File: config.mk
export PLATFORM = sky130hd
export DESIGN_NAME = uart_tx_fracstop
export DESIGN_NICKNAME = d
export VERILOG_FILES = /design/src/rtl/uart_tx_fracstop.sv
export SDC_FILE = /design/constraint.sdc
export NUM_CORES = 1
export LEC_CHECK = 0
export ABC_AREA = 1
export BUFFER_PORTS_ARGS = -buffer_cell sky130_fd_sc_hd__buf_2
export CAP_MARGIN = 20
export CORE_MARGIN = 4
export CORE_UTILIZATION = 63
export DETAILED_ROUTE_END_ITERATION = 7
export HOLD_SLACK_MARGIN = 0.06
export PLACE_DENSITY = 0.85
export SLEW_MARGIN = 30
export SYNTH_ARGS = -nofsm -noshare
export SYNTH_HDL_FRONTEND = slang
export SYNTH_SLANG_ARGS = --single-unit
File: constraint.sdc
create_clock -name clk -period 5 [get_ports clk]
set_clock_uncertainty 0.2 [all_clocks]
set_input_delay 0.75 -clock clk [delete_from_list [all_inputs] [get_ports clk]]
set_output_delay 0.75 -clock clk [all_outputs]
set_load 0.03 [all_outputs]
File: src/rtl/uart_tx_fracstop.sv
module uart_tx_fracstop (
  input  logic       clk,
  input  logic       rst_n,
  input  logic       tick16,
  input  logic       tx_en,
  input  logic       tx_dis,
  input  logic       wr_valid,
  input  logic [7:0] wr_data,
  input  logic [1:0] len_code,
  input  logic [1:0] par_mode,
  input  logic       par_odd,
  input  logic [3:0] stop_code,
  input  logic       cts_ctl,
  input  logic       cts,
  input  logic       rts_ctl,
  input  logic       rts_set,
  output logic       txd,
  output logic       tx_rdy,
  output logic       tx_emt,
  output logic       rts
);

  logic       en_q, hold_full, busy, stop_ph, emt_q, rts_q;
  logic [7:0] hold_d;
  logic [9:0] frame, frame_nx;
  logic [3:0] idx, last_idx, last_nx, nd;
  logic [4:0] sub;
  logic [5:0] stop_len, stop_nx;
  logic       pbit, cts_ok, done, start, wr_ok;
  logic [7:0] dm;

  assign cts_ok = !cts_ctl || cts;
  assign done   = tick16 && busy && stop_ph && ({1'b0, sub} == stop_len - 6'd1);
  assign start  = tick16 && hold_full && en_q && cts_ok && (!busy || done);
  assign wr_ok  = wr_valid && en_q && !hold_full;
  assign nd     = 4'd5 + {2'b00, len_code};

  always_comb begin
    for (int i = 0; i < 8; i++) dm[i] = (i < int'(nd)) ? hold_d[i] : 1'b0;
    pbit = (par_mode == 2'd0) ? (^dm ^ par_odd) : par_odd;
    frame_nx = '1;
    frame_nx[0] = 1'b0;
    for (int i = 0; i < 8; i++)
      if (i < int'(nd)) frame_nx[i+1] = hold_d[i];
    if (par_mode != 2'd2) frame_nx[nd+4'd1] = pbit;
    last_nx = nd + ((par_mode != 2'd2) ? 4'd1 : 4'd0);
    if (stop_code[3]) stop_nx = 6'd17 + {2'b00, stop_code};
    else              stop_nx = 6'd9 + {2'b00, stop_code} + ((len_code == 2'd0) ? 6'd8 : 6'd0);
  end

  always_ff @(posedge clk) begin
    if (!rst_n) begin
      en_q      <= 1'b0;
      hold_full <= 1'b0;
      hold_d    <= '0;
    end else begin
      if (tx_dis)     en_q <= 1'b0;
      else if (tx_en) en_q <= 1'b1;
      if (start) hold_full <= 1'b0;
      else if (wr_ok) begin
        hold_full <= 1'b1;
        hold_d    <= wr_data;
      end
    end
  end

  always_ff @(posedge clk) begin
    if (!rst_n) begin
      busy <= 1'b0; stop_ph <= 1'b0; idx <= '0; sub <= '0;
      frame <= '1; last_idx <= '0; stop_len <= 6'd16;
    end else if (start) begin
      busy <= 1'b1; stop_ph <= 1'b0; idx <= '0; sub <= '0;
      frame <= frame_nx; last_idx <= last_nx; stop_len <= stop_nx;
    end else if (done) begin
      busy <= 1'b0; stop_ph <= 1'b0;
    end else if (tick16 && busy) begin
      if (stop_ph) sub <= sub + 5'd1;
      else if (sub == 5'd15) begin
        sub <= '0;
        if (idx == last_idx) stop_ph <= 1'b1;
        else                 idx <= idx + 4'd1;
      end else sub <= sub + 5'd1;
    end
  end

  always_ff @(posedge clk) begin
    if (!rst_n) begin
      emt_q <= 1'b1;
      rts_q <= 1'b0;
    end else begin
      emt_q <= tx_emt;
      if (rts_set) rts_q <= 1'b1;
      else if (rts_ctl && tx_emt && !emt_q) rts_q <= 1'b0;
    end
  end

  assign txd    = !(busy && !stop_ph) || frame[idx];
  assign tx_rdy = en_q && !hold_full;
  assign tx_emt = !hold_full && !busy;
  assign rts    = rts_q;


  idle_line_high_chk: assert property (@(posedge clk) disable iff (!rst_n) tx_emt |-> txd);

  no_load_when_off_chk: assert property (@(posedge clk) disable iff (!rst_n)
    (wr_valid && !en_q && !hold_full) |=> !hold_full);

  cts_gated_start_chk: assert property (@(posedge clk) disable iff (!rst_n)
    $rose(busy) |-> $past(!cts_ctl || cts));

  stop_in_range_chk: assert property (@(posedge clk) disable iff (!rst_n)
    (busy && stop_ph) |-> ({1'b0, sub} < stop_len));

  rts_auto_drop_chk: assert property (@(posedge clk) disable iff (!rst_n)
    (rts_ctl && tx_emt && !emt_q && !rts_set) |=> !rts);

endmodule

==> summary.txt, run 1 <==
Outcome
  • Result of the run: finished, final reports clean

Flow run
  • Max-capacitance violation count: 0

Setup path
  • Critical path class: reg -> out
  • Nature of the critical path startpoint: register
  • Count of cells along the worst register-to-register path: 16
  • Capturing element type of the critical path: output port
  • Required @ worst endpoint: roughly 4 ns
  • Critical path fanouts, max: 10
  • Critical Path AT: about 1.7 ns

STA
  • RSZ-0062 raised after global routing: no
  • Setup TNS Final: 0 ns
  • Max-slew violation count: 0
  • Final number of setup-violating endpoints: 0
  • Hold Vio Cnt, Final: 0
  • Final critical path time including I/O delays and setup: approximately 2.6 ns
  • F_max: 382 MHz
  • Slew @ Worst Pin: between 0.4 and 0.5 ns
  • Share of the cycle needed by the critical path after routing: 0.524
  • Final setup margin: between 2 and 2.5 ns
  • Max-slew headroom: 0.682

Die
  • Overall die width: 72.6 um
  • Vertical die dimension: 72.6 um
  • Starting utilization of the core area: 0.653
  • Std cell rows: 23
  • Floorplan Core Area: between 4000 and 5000 um^2
  • Die area: ~5300 um^2
  • I/O pins: 31

Yosys
  • Post-Syn Area: 2630 um^2
  • Post-Syn Instances: 389
  • Largest cells by area after synthesis: dfxtp_1, nand2_1, inv_1, ha_1, nor2_1
  • Library cell with the largest summed area after synthesis: dfxtp_1
  • Synth Warn #: 0
  • Number of nets produced by synthesis: 433
  • Synthesized area per cell: between 6 and 7 um^2
  • Sequential-to-total area share from yosys stat: 0.327
  • Area share of the largest cell type after synthesis: 0.327
  • Number of synthesized register bits: 43
  • Yosys cell types: 31

Clock tree
  • Clock tree from TritonCTS: yes
  • Clock sink count: between 40 and 50
  • H-tree levels: 2
  • CTS clk-pin slew, worst paths: 0.08 ns
  • Number of buffers added by the clock tree synthesis step: 5
  • Post-CTS Setup Inserts: 0
  • CTS Hold Bufs: 0
  • Skew-Pair Late Insertion Delay: 0.30 ns
  • Number of buffers on the longest clock path: 2
  • Post-cts resize count: 0
  • Root buffer selected by CTS: clkbuf_8

Final layout
  • Share of post-route cells with drive strength above 1: 0.132
  • Final standard cell area without fillers: between 2000 and 3000 um^2
  • Number of diodes: 0
  • Fin nets: around 460
  • Filler instances: 363
  • Combined area of the multi-input logic cells: ~1500 um^2
  • Register Area: about 860 um^2
  • Area added between synthesis and finish: 9.28%

GRT
  • GRT overflow: 0
  • Met3 layer usage reported by global route: 0.0468
  • Global-route usage over all layers: 0.212
  • Antenna violations before repair: 0
  • Met2 track demand over resource in global routing: 0.354
  • Largest net degree at the start of global routing: 18
  • Busiest metal layer after global routing: met2
  • GR Layer Usage met1: 0.266
  • Vias in the first global route: 2131
  • First-pass GRT wire length: roughly 9 mm

Placed design
  • Post-Place Setup Slack: 2.21 ns
  • Global placer's final weighted congestion: 0.848
  • Placed cell areas: between 2000 and 3000 um^2
  • DPL Wire Length: between 4 and 5 mm
  • Number of port buffers: 30

Drt
  • Number of search-and-repair iterations in the first detailed-routing pass: 4
  • DRC violations left: 0
  • Starting DRT DRC Count: about 170
  • Wirelength, routed: 5.28 mm
  • Post-detailed-route wirelength per cell: 11.3 um
  • Vias after detailed routing: 2406
  • Detailed-route vias per instance: about 5.2
  • ANT nets after route: 0

Hold path
  • Path class of the lowest-slack min-delay path: reg -> reg
  • Hold-critical path depth: 2

Pwr
  • P per Cell Area: around 220 nW/um^2
  • Worst-case vdd ir drop: between 0.0001 and 0.00015 V
  • Static leakage power: between 0.001 and 0.0015 uW
-- Yosys cell counts --
cell and count:
nor3b_1 1, nand2_1 95, or2_4 1, a2111oi_4 1, o211ai_1 3, nor2_2 6, o21ai_0 26, xnor2_1 8
o21ai_1 3, inv_1 56, dfxtp_1 43, nand2_4 2, fa_1 1, nand4_1 5, o22ai_1 1, clkbuf_1 5
nor2_1 41, buf_1 1, mux2i_1 1, inv_2 3, o32ai_1 1, nand3_1 25, o221ai_1 1, nand2_2 3
nand3_2 1, xor2_1 5, ha_1 16, a21oi_1 24, a21oi_2 2, nor3_1 6, buf_6 2
-- metal layers --
layer / up-vias / wire, um
li1: 1291 / -
met1: 1055 / 2390
met2: 52 / 2560
met3: 8 / 248
met4: 0 / 90
met5: - / 0
-- state kept, by name, indices dropped and copies added (netlist names) --
register	cells
busy	1
emt_q	1
en_q	1
frame	10
hold_d	8
hold_full	1
idx	4
last_idx	4
rts	1
stop_len	6
stop_ph	1
sub	5
-- area by class of cell --
type                            count  area share
Multi-Input combinational cell    279       0.523
Sequential cell                    43       0.300
Inverter                           59      0.0771
Timing Repair Buffer               30      0.0522
Clock buffer                        5      0.0239
Tap cell                           50      0.0218
Clock inverter                      1     0.00261
-- worst paths after layout --
path | to | from | slack (ns)
hold reg to reg | last_idx[0] | last_idx[0] | 0.27
setup / recovery | txd | idx[0] | 2.38
hold / removal | last_idx[0] | last_idx[0] | 0.27
setup reg to reg | last_idx[1] | stop_len[0] | 2.61
-- layout by cell type (no fill, tap or decap) --
| cell | synthesis | routed |
|---|---|---|
| nand2_1 | 95 | 95 |
| inv_1 | 56 | 56 |
| dfxtp_1 | 43 | 43 |
| nor2_1 | 41 | 41 |
| buf_2 | 0 | 30 |
| o21ai_0 | 26 | 26 |
| nand3_1 | 25 | 25 |
| a21oi_1 | 24 | 24 |
| ha_1 | 16 | 16 |
| xnor2_1 | 8 | 8 |
| nor3_1 | 6 | 6 |
| nor2_2 | 6 | 6 |
| nand4_1 | 5 | 5 |
| xor2_1 | 5 | 5 |
| clkbuf_8 | 0 | 5 |
| o211ai_1 | 3 | 3 |
| inv_2 | 3 | 3 |
| nand2_2 | 3 | 3 |
| o21ai_1 | 3 | 3 |
| nand2_4 | 2 | 2 |
| a21oi_2 | 2 | 2 |
| o32ai_1 | 1 | 1 |
| mux2i_1 | 1 | 1 |
| o221ai_1 | 1 | 1 |
| a2111oi_4 | 1 | 1 |
| nand3_2 | 1 | 1 |
| o22ai_1 | 1 | 1 |
| or2_4 | 1 | 1 |
| nor3b_1 | 1 | 1 |
| fa_1 | 1 | 1 |
| clkinvlp_4 | 0 | 1 |
-- cells by family (layout without fill, tap and decap cells) --
logic type	count (synthesis)	count (layout)	synth area share
flops	43	43	0.327
simple gates	186	186	0.305
mux	1	1	0.00381
xor+xnor	13	13	0.0433
compound gates	62	62	0.136
buf+inv	67	95	0.101
fa+ha+maj	17	17	0.0837
-- metrics by stage --
step / utilization / cells / hold WS [ns] / total power (uW)
CTS: 0.713 / 467 / 0.270 / 642
global placement: 0.694 / 461 / 0.251 / 433
floorplan: - / 389 / 0.234 / 411
global route: 0.713 / 467 / 0.302 / 663
finish: 0.713 / 467 / 0.273 / 634
detailed placement: 0.694 / 461 / 0.258 / 436
-- power by group --
part / leakage (uW) / internal [uW] / switching (uW) / total, uW
logic: 0.000957 / 28.3 / 49.2 / 77.5
registers: 0.000348 / 347 / 3.52 / 350
clock network: 0.0000361 / 92.7 / 113 / 206
total: 0.00134 / 468 / 166 / 634
-- critical path, stage by stage (launching register included) --
cell      delay, ns
dfxtp_1        0.55
inv_1          0.15
nor2_1         0.11
o32ai_1        0.09
o211ai_1       0.17
nand4_1        0.11
buf_2          0.19
No activity file was read; power rests on OpenSTA's default activity.
==> inputs of run 2 (changes only) <==
Settings changed: ABC_AREA 1 to 0, CORE_UTILIZATION 63 to 58, PLACE_DENSITY 0.85 to 0.79.
Clock period 5 ns to 2.6 ns, I/O delays scaled along.
==> run 2 against run 1 <==
Net effect:
- synthesized area up 1.0%
- total power increased by 120%
- cell area up 7.4%
- routed wire length rose by 15%
- critical path type is now reg -> reg
- highest routed layer unchanged
==> summary.txt, run 2 <==
STA
  • Final number of setup-violating endpoints: 0 (unchanged)
  • Max-slew headroom: 0.676 (-0.00597)
  • Slew @ Worst Pin: 0.485 ns (+0.00940 ns)
  • Hold Vio Cnt, Final: 0 (unchanged)
  • Final setup margin: 0.130 ns (-2.25 ns)
  • Max-slew violation count: 0 (unchanged)
  • Share of the cycle needed by the critical path after routing: 0.950
  • Final critical path time including I/O delays and setup: roughly 2.5 ns
  • RSZ-0062 raised after global routing: no
  • F_max: about 400 MHz

Yosys
  • Largest cells by area after synthesis: dfxtp_1, ha_1, xnor2_1, nand3_1, a21oi_1
  • Synth Warn #: 0 (unchanged)
  • Share of flip-flops with an asynchronous set or reset after synthesis: 0 (unchanged)
  • Post-Syn Instances: 312 (-20%)
  • Dominant register cell in the synthesized netlist: dfxtp_1
  • Area share of the largest cell type after synthesis: 0.324 (-0.00324)
  • Library cell with the largest summed area after synthesis: dfxtp_1
  • Number of nets produced by synthesis: 356 (-18%)
  • Number of synthesized register bits: 43 (unchanged)
  • Number of synthesized flops with an enable pin: 0 (unchanged)
  • Synthesized area per cell: 8.51 um^2 (+26%)
  • Most common cell in the netlist: dfxtp_1
  • Yosys cell types: 54 (+74%)
  • Sequential-to-total area share from yosys stat: 0.324 (-0.00324)
  • Post-Syn Area: 2660 um^2 (+1.0%)
  • List of most frequent post-synthesis cells: dfxtp_1, nand3_1, a21oi_1

Setup path
  • Count of cells along the worst register-to-register path: 7 (-9)
  • Critical path fanouts, max: 18 (+8)
  • Cells along the critical path: or4_4, or3_4, nand4_4, o21a_4, o21ai_1, buf_4, nor4_1
  • Critical Path AT: 2.49 ns (+0.82 ns)
  • Slowest CP cell: or4_4
  • Required @ worst endpoint: 2.62 ns (-1.43 ns)
  • Critical path class: reg -> reg
  • Capturing element type of the critical path: register
  • Largest stage delay on the critical path: 0.55 ns (about the same)
  • Nature of the critical path startpoint: register

Drt
  • Wirelength, routed: 6.09 mm (+15%)
  • Post-detailed-route wirelength per cell: 15.0 um (+32%)
  • Number of search-and-repair iterations in the first detailed-routing pass: 4 (unchanged)
  • Detailed-route vias per instance: 6.00 (+16%)
  • DRC violations left: 0 (unchanged)
  • Starting DRT DRC Count: 106 (-38%)
  • ANT nets after route: 0 (unchanged)
  • Vias after detailed routing: 2442 (+1.5%)

Final layout
  • Fin nets: 398 (-14%)
  • Top library cells by usage in the layout, fill and taps aside: dfxtp_1, buf_2, nand3_1
  • Area added between synthesis and finish: 16.2%
  • Final standard cell area without fillers: 3090 um^2 (+7.4%)
  • Largest registers: frame: 10 flops, hold_d: 8 flops, stop_len: 6 flops
  • Leading cell type in the layout, fill and taps excluded: dfxtp_1
  • Max reg flops: 10 (unchanged)
  • Share of post-route cells with drive strength above 1: 0.208 (+0.0766)
  • Number of diodes: 0 (unchanged)
  • Register ranked first by flip-flop count: frame
  • Final instance count without filler cells: 407 (-13%)

Pwr
  • Static leakage power: 0.00112 uW (-17%)
  • P per Cell Area: 447 nW/um^2 (+100%)
  • Worst-case vdd ir drop: 0.000344 V (+160%)

GRT
  • Antenna violations before repair: 0 (unchanged)
  • First-pass GRT wire length: 9.96 mm (+12%)
  • Global-route usage over all layers: 0.227 (+0.0154)
  • GRT overflow: 0 (unchanged)
  • Largest net degree at the start of global routing: 29 (+11)
  • Vias in the first global route: 2225 (+4.4%)

Placed design
  • Global placer's final weighted congestion: 0.874 (+3.1%)
  • Number of cells in the design after placement: 397 (-14%)
  • Number of port buffers: 30 (unchanged)
  • Post-Place Setup Slack: -0.0559 ns (-2.27 ns)
  • Placed cell areas: 2950 um^2 (+5.4%)
  • DPL Wire Length: 4.44 mm (+5.9%)

Die
  • I/O pins: 31 (unchanged)
  • Vertical die dimension: 75.7 um (+4.2%)
  • Floorplan Core Area: 4380 um^2 (+8.8%)
  • Std cell rows: 24 (+4.3%)
  • Overall die width: 75.7 um (+4.2%)
  • Die area: 5730 um^2 (+8.6%)
  • Starting utilization of the core area: 0.606 (-0.0469)

Clock tree
  • Clock tree from TritonCTS: yes
  • H-tree levels: 2 (unchanged)
  • Clock sink count: 43 (unchanged)
  • CTS clk-pin slew, worst paths: 0.09 ns (about the same)
  • Number of buffers added by the clock tree synthesis step: 5 (unchanged)
  • Root buffer selected by CTS: clkbuf_8
  • Skew-Pair Late Insertion Delay: 0.31 ns (about the same)
  • Number of buffers on the longest clock path: 2 (unchanged)

Outcome
  • Result of the run: finished, final reports clean

Flow run
  • Max-capacitance violation count: 0 (unchanged)

Hold path
  • Hold-critical path depth: 3 (+1)
  • Path class of the lowest-slack min-delay path: in -> reg
==> run 2: cell types whose count changed after synthesis, moves of 8 or more <==
cell,delta
nand2_1,-74
inv_1,-44
nor2_1,-21
o21ai_0,-21
a211oi_1,+12
xnor2_1,+8
==> run 2: through the flow <==
| step | power [uW] | utilization | hold slack [ns] | TNS, ns |
|---|---|---|---|---|
| after global placement | 837 | 0.672 | 0.263 | 0 |
| after detailed placement | 841 | 0.672 | 0.271 | -0.123 |
| final | 1380 | 0.704 | 0.0786 | 0 |
| after floorplan | 780 | - | 0.237 | 0 |
| after CTS | 1390 | 0.701 | 0.0782 | 0 |
| after global routing | 1440 | 0.704 | 0.104 | 0 |
==> run 2: worst paths after layout <==
path	from	to	slack [ns]
hold / removal	rts_set	rts	0.08
setup reg to reg	stop_len[2]	stop_ph	0.13
hold reg to reg	rts	rts	0.28
setup / recovery	stop_len[2]	stop_ph	0.13
==> run 2: repair_timing <==
action / 4_1_cts / 5_1_grt
hold endpoints to repair: 1 / 0
buffers inserted: 0 / 1
setup endpoints to repair: 0 / 14
hold buffers: 1 / 0
gates resized for setup: 0 / 3
==> run 2: worst max-delay path, delay by kind of cell (launching register included) <==
kind | cells | cell delay, ns
flops | 1 | 0.37
compound gates | 2 | 0.34
buf+inv | 1 | 0.19
simple gates | 4 | 1.27
==> run 2: final cells by class <==
type | instances | area (um^2)
fillers | 354 | 1300
inverters | 13 | 48.8
flip-flops and latches | 43 | 862
clock inverters | 2 | 35.0
clock buffers | 6 | 82.6
well taps | 52 | 65.1
repair buffers | 52 | 318
multi-input cells | 239 | 1680
==> run 2: kinds of logic after synthesis <==
group,synth area share
compound gates,0.205
xor+xnor,0.0791
fa+ha+maj,0.0829
buf+inv,0.0476
flops,0.324
mux,0.0438
simple gates,0.217
==> run 2: routing by layer <==
layer,routed length (um),vias up,global-route usage
met4,123,0,0.0816
met3,310,12,0.0435
li1,-,1231,-
met2,2880,72,0.377
met1,2780,1127,0.295
met5,0,-,0
==> run 2: where the power goes <==
group	internal, uW	leakage (uW)	total (uW)	switching, uW
logic	66.6	0.000711	159	92.2
registers	665	0.000348	671	6.12
clock network	311	0.0000612	551	240
total	1040	0.00112	1380	338
==> inputs of run 3 (changes only) <==
Settings changed: CORE_UTILIZATION 58 to 30, PLACE_DENSITY 0.79 to not set.
==> run 3 against run 2 <==
Net effect:
- worst setup slack improved by 0.0021 ns
- largest cell class unchanged
- highest routed layer unchanged
- cell area grew 2.1%
- clock power shrank 16%
- first-iteration DRC count down 18%
- count of clock-buffer cells in the layout rose by 2
- global-route usage shrank 10 points
- final cell count grew 14%
- utilization fell by 34 points
- total power is 6.4% lower
- critical path type is now reg -> out
- register-to-register slack is essentially flat
==> summary.txt, run 3 (synthesized netlist as in run 2, its figures left out) <==
Outcome
  • Result of the run: finished, final reports clean

Pwr
  • Fraction of power consumed by the clock network: 0.358 (-0.041)
  • Worst-case vdd ir drop: 0.000198 V (-42%)
  • Static leakage power: 0.00113 uW (+0.87%)
  • Net switching power figure: 318 uW (-6.0%)
  • P per Cell Area: 410 nW/um^2 (-8.4%)
  • Pint: 974 uW (-6.6%)
  • Combinational power share: 0.123 (+0.008)
  • Seq pwr share: 0.519 (+0.033)
  • Switching Share: 0.246 (+0.00113)

Setup path
  • Slowest CP cell: mux4_2
  • Critical Path AT: 1.88 ns (-0.61 ns)
  • Critical path class: reg -> out
  • Capturing element type of the critical path: output port
  • Cells along the critical path: mux4_2, mux2i_1, o2111ai_1, buf_2
  • Required @ worst endpoint: 2.01 ns (-0.61 ns)
  • Critical path fanouts, max: 7 (-11)
  • Nature of the critical path startpoint: register
  • Largest stage delay on the critical path: 0.55 ns (about the same)

Final layout
  • Largest registers: frame: 10 flops, hold_d: 8 flops, stop_len: 6 flops
  • Register ranked first by flip-flop count: frame
  • Fin nets: 399 (+0.25%)
  • Post-layout util: 0.363 (-0.341)
  • Final instance count without filler cells: 464 (+14%)
  • Share of post-route cells with drive strength above 1: 0.205 (-0.00339)
  • Max reg flops: 10 (unchanged)
  • Number of diodes: 0 (unchanged)
  • Top library cells by usage in the layout, fill and taps aside: dfxtp_1, buf_2, nand3_1
  • Area added between synthesis and finish: 18.7%
  • Filler instances: 920 (+160%)
  • Leading cell type in the layout, fill and taps excluded: dfxtp_1

Placed design
  • Global placer's final weighted congestion: 0.886 (+1.4%)
  • DPL Wire Length: 4.82 mm (+8.5%)
  • Number of cells in the design after placement: 455 (+15%)
  • Number of port buffers: 30 (unchanged)

Clock tree
  • Skew-Pair Late Insertion Delay: 0.29 ns (-0.02 ns)
  • CTS clk-pin slew, worst paths: 0.08 ns (about the same)
  • Number of buffers on the longest clock path: 2 (unchanged)
  • Number of buffers added by the clock tree synthesis step: 5 (unchanged)
  • Clock tree from TritonCTS: yes
  • Clock sink count: 43 (unchanged)
  • Root buffer selected by CTS: clkbuf_8
  • Post-CTS Setup Inserts: 0 (unchanged)
  • H-tree levels: 2 (unchanged)

Drt
  • Post-detailed-route wirelength per cell: 13.3 um (-11%)
  • ANT nets after route: 0 (unchanged)
  • Starting DRT DRC Count: 87 (-18%)
  • Vias after detailed routing: 2383 (-2.4%)
  • Number of search-and-repair iterations in the first detailed-routing pass: 4 (unchanged)
  • DRC violations left: 0 (unchanged)
  • Wirelength, routed: 6.18 mm (+1.4%)
  • Detailed-route vias per instance: 5.14 (-14%)

GRT
  • Met2 track demand over resource in global routing: 0.198 (-0.179)
  • Busiest metal layer after global routing: met2
  • Met3 layer usage reported by global route: 0.0294 (-0.0142)
  • Vias in the first global route: 2183 (-1.9%)
  • Antenna violations before repair: 0 (unchanged)
  • GR Layer Usage met1: 0.165 (-0.130)
  • First-pass GRT wire length: 10.4 mm (+4.4%)
  • Global-route usage over all layers: 0.124 (-0.104)
  • GRT overflow: 0 (unchanged)
  • Largest net degree at the start of global routing: 29 (unchanged)

STA
  • Slew @ Worst Pin: 0.470 ns (-0.0143 ns)
  • Final critical path time including I/O delays and setup: 2.47 ns (-0.00207 ns)
  • Final number of setup-violating endpoints: 0 (unchanged)
  • Setup TNS Final: 0 ns (unchanged)
  • Share of the cycle needed by the critical path after routing: 0.949 (about the same)
  • RSZ-0062 raised after global routing: no
  • Max-slew violation count: 0 (unchanged)
  • Max-slew headroom: 0.686 (+0.00958)
  • Hold Vio Cnt, Final: 0 (unchanged)
  • Hold Worst Slack: 0.109 ns (+0.0307 ns)
  • F_max: 405 MHz (about the same)

Die
  • I/O pins: 31 (unchanged)
  • Starting utilization of the core area: 0.306 (-0.300)
  • Floorplan Core Area: 8680 um^2 (+98%)
  • Vertical die dimension: 102 um (+35%)
  • Die area: 10400 um^2 (+82%)
  • Overall die width: 102 um (+35%)
  • Std cell rows: 34 (+42%)

Hold path
  • Path class of the lowest-slack min-delay path: in -> reg

Flow run
  • Max-capacitance violation count: 0 (unchanged)
run 3: metrics by stage:
stage | cell area [um^2] | setup WS, ns | power (uW)
final | 3150 | 0.132 | 1290
after global routing | 3150 | 0.00611 | 1360
after floorplan | 2660 | 0.0405 | 780
after detailed placement | 3030 | -0.0322 | 843
after global placement | 3030 | 0.0562 | 840
after CTS | 3140 | 0.0758 | 1300
run 3: worst paths after layout:
kind          startpoint        end  slack [ns]  cells past startpoint
min              rts_set        rts        0.11                      3
min reg2reg    hold_d[0]  hold_d[0]        0.28                      2
max               idx[0]        txd        0.13                      4
max reg2reg  stop_len[0]    stop_ph        0.14                      8
run 3: what timing repair did:
action,in CTS,in global routing
hold endpoints to repair,1,0
setup endpoints to repair,0,20
hold buffers,1,0
gates resized for setup,0,2
run 3: area by class of cell:
cell class | instances | area (um^2) | area share
Sequential cell | 43 | 861 | 0.273
Inverter | 13 | 48.8 | 0.0155
Tap cell | 108 | 135 | 0.0429
Timing Repair Buffer | 53 | 325 | 0.103
Multi-Input combinational cell | 239 | 1680 | 0.534
Clock buffer | 8 | 100 | 0.0317
run 3: layer usage:
layer | vias to the layer above | routed length, um
li1 | 1222 | -
met1 | 1105 | 2880
met2 | 43 | 2850
met3 | 13 | 296
met4 | 0 | 152
met5 | - | 0
run 3: worst max-delay path: cells and delay by family (launching register included):
| family | cells | cell delay (ns) |
|---|---|---|
| flip-flops | 1 | 0.54 |
| AO/OA/AOI/OAI | 1 | 0.14 |
| buffers and inverters | 1 | 0.21 |
| multiplexers | 2 | 0.69 |
run 3: power by group through the flow:
stage	clock network, uW	logic, uW	registers, uW
after global placement	0	153	687
after global routing	510	178	672
after detailed placement	0	157	687
after floorplan	0	92.4	687
final	463	158	671
after CTS	474	159	671
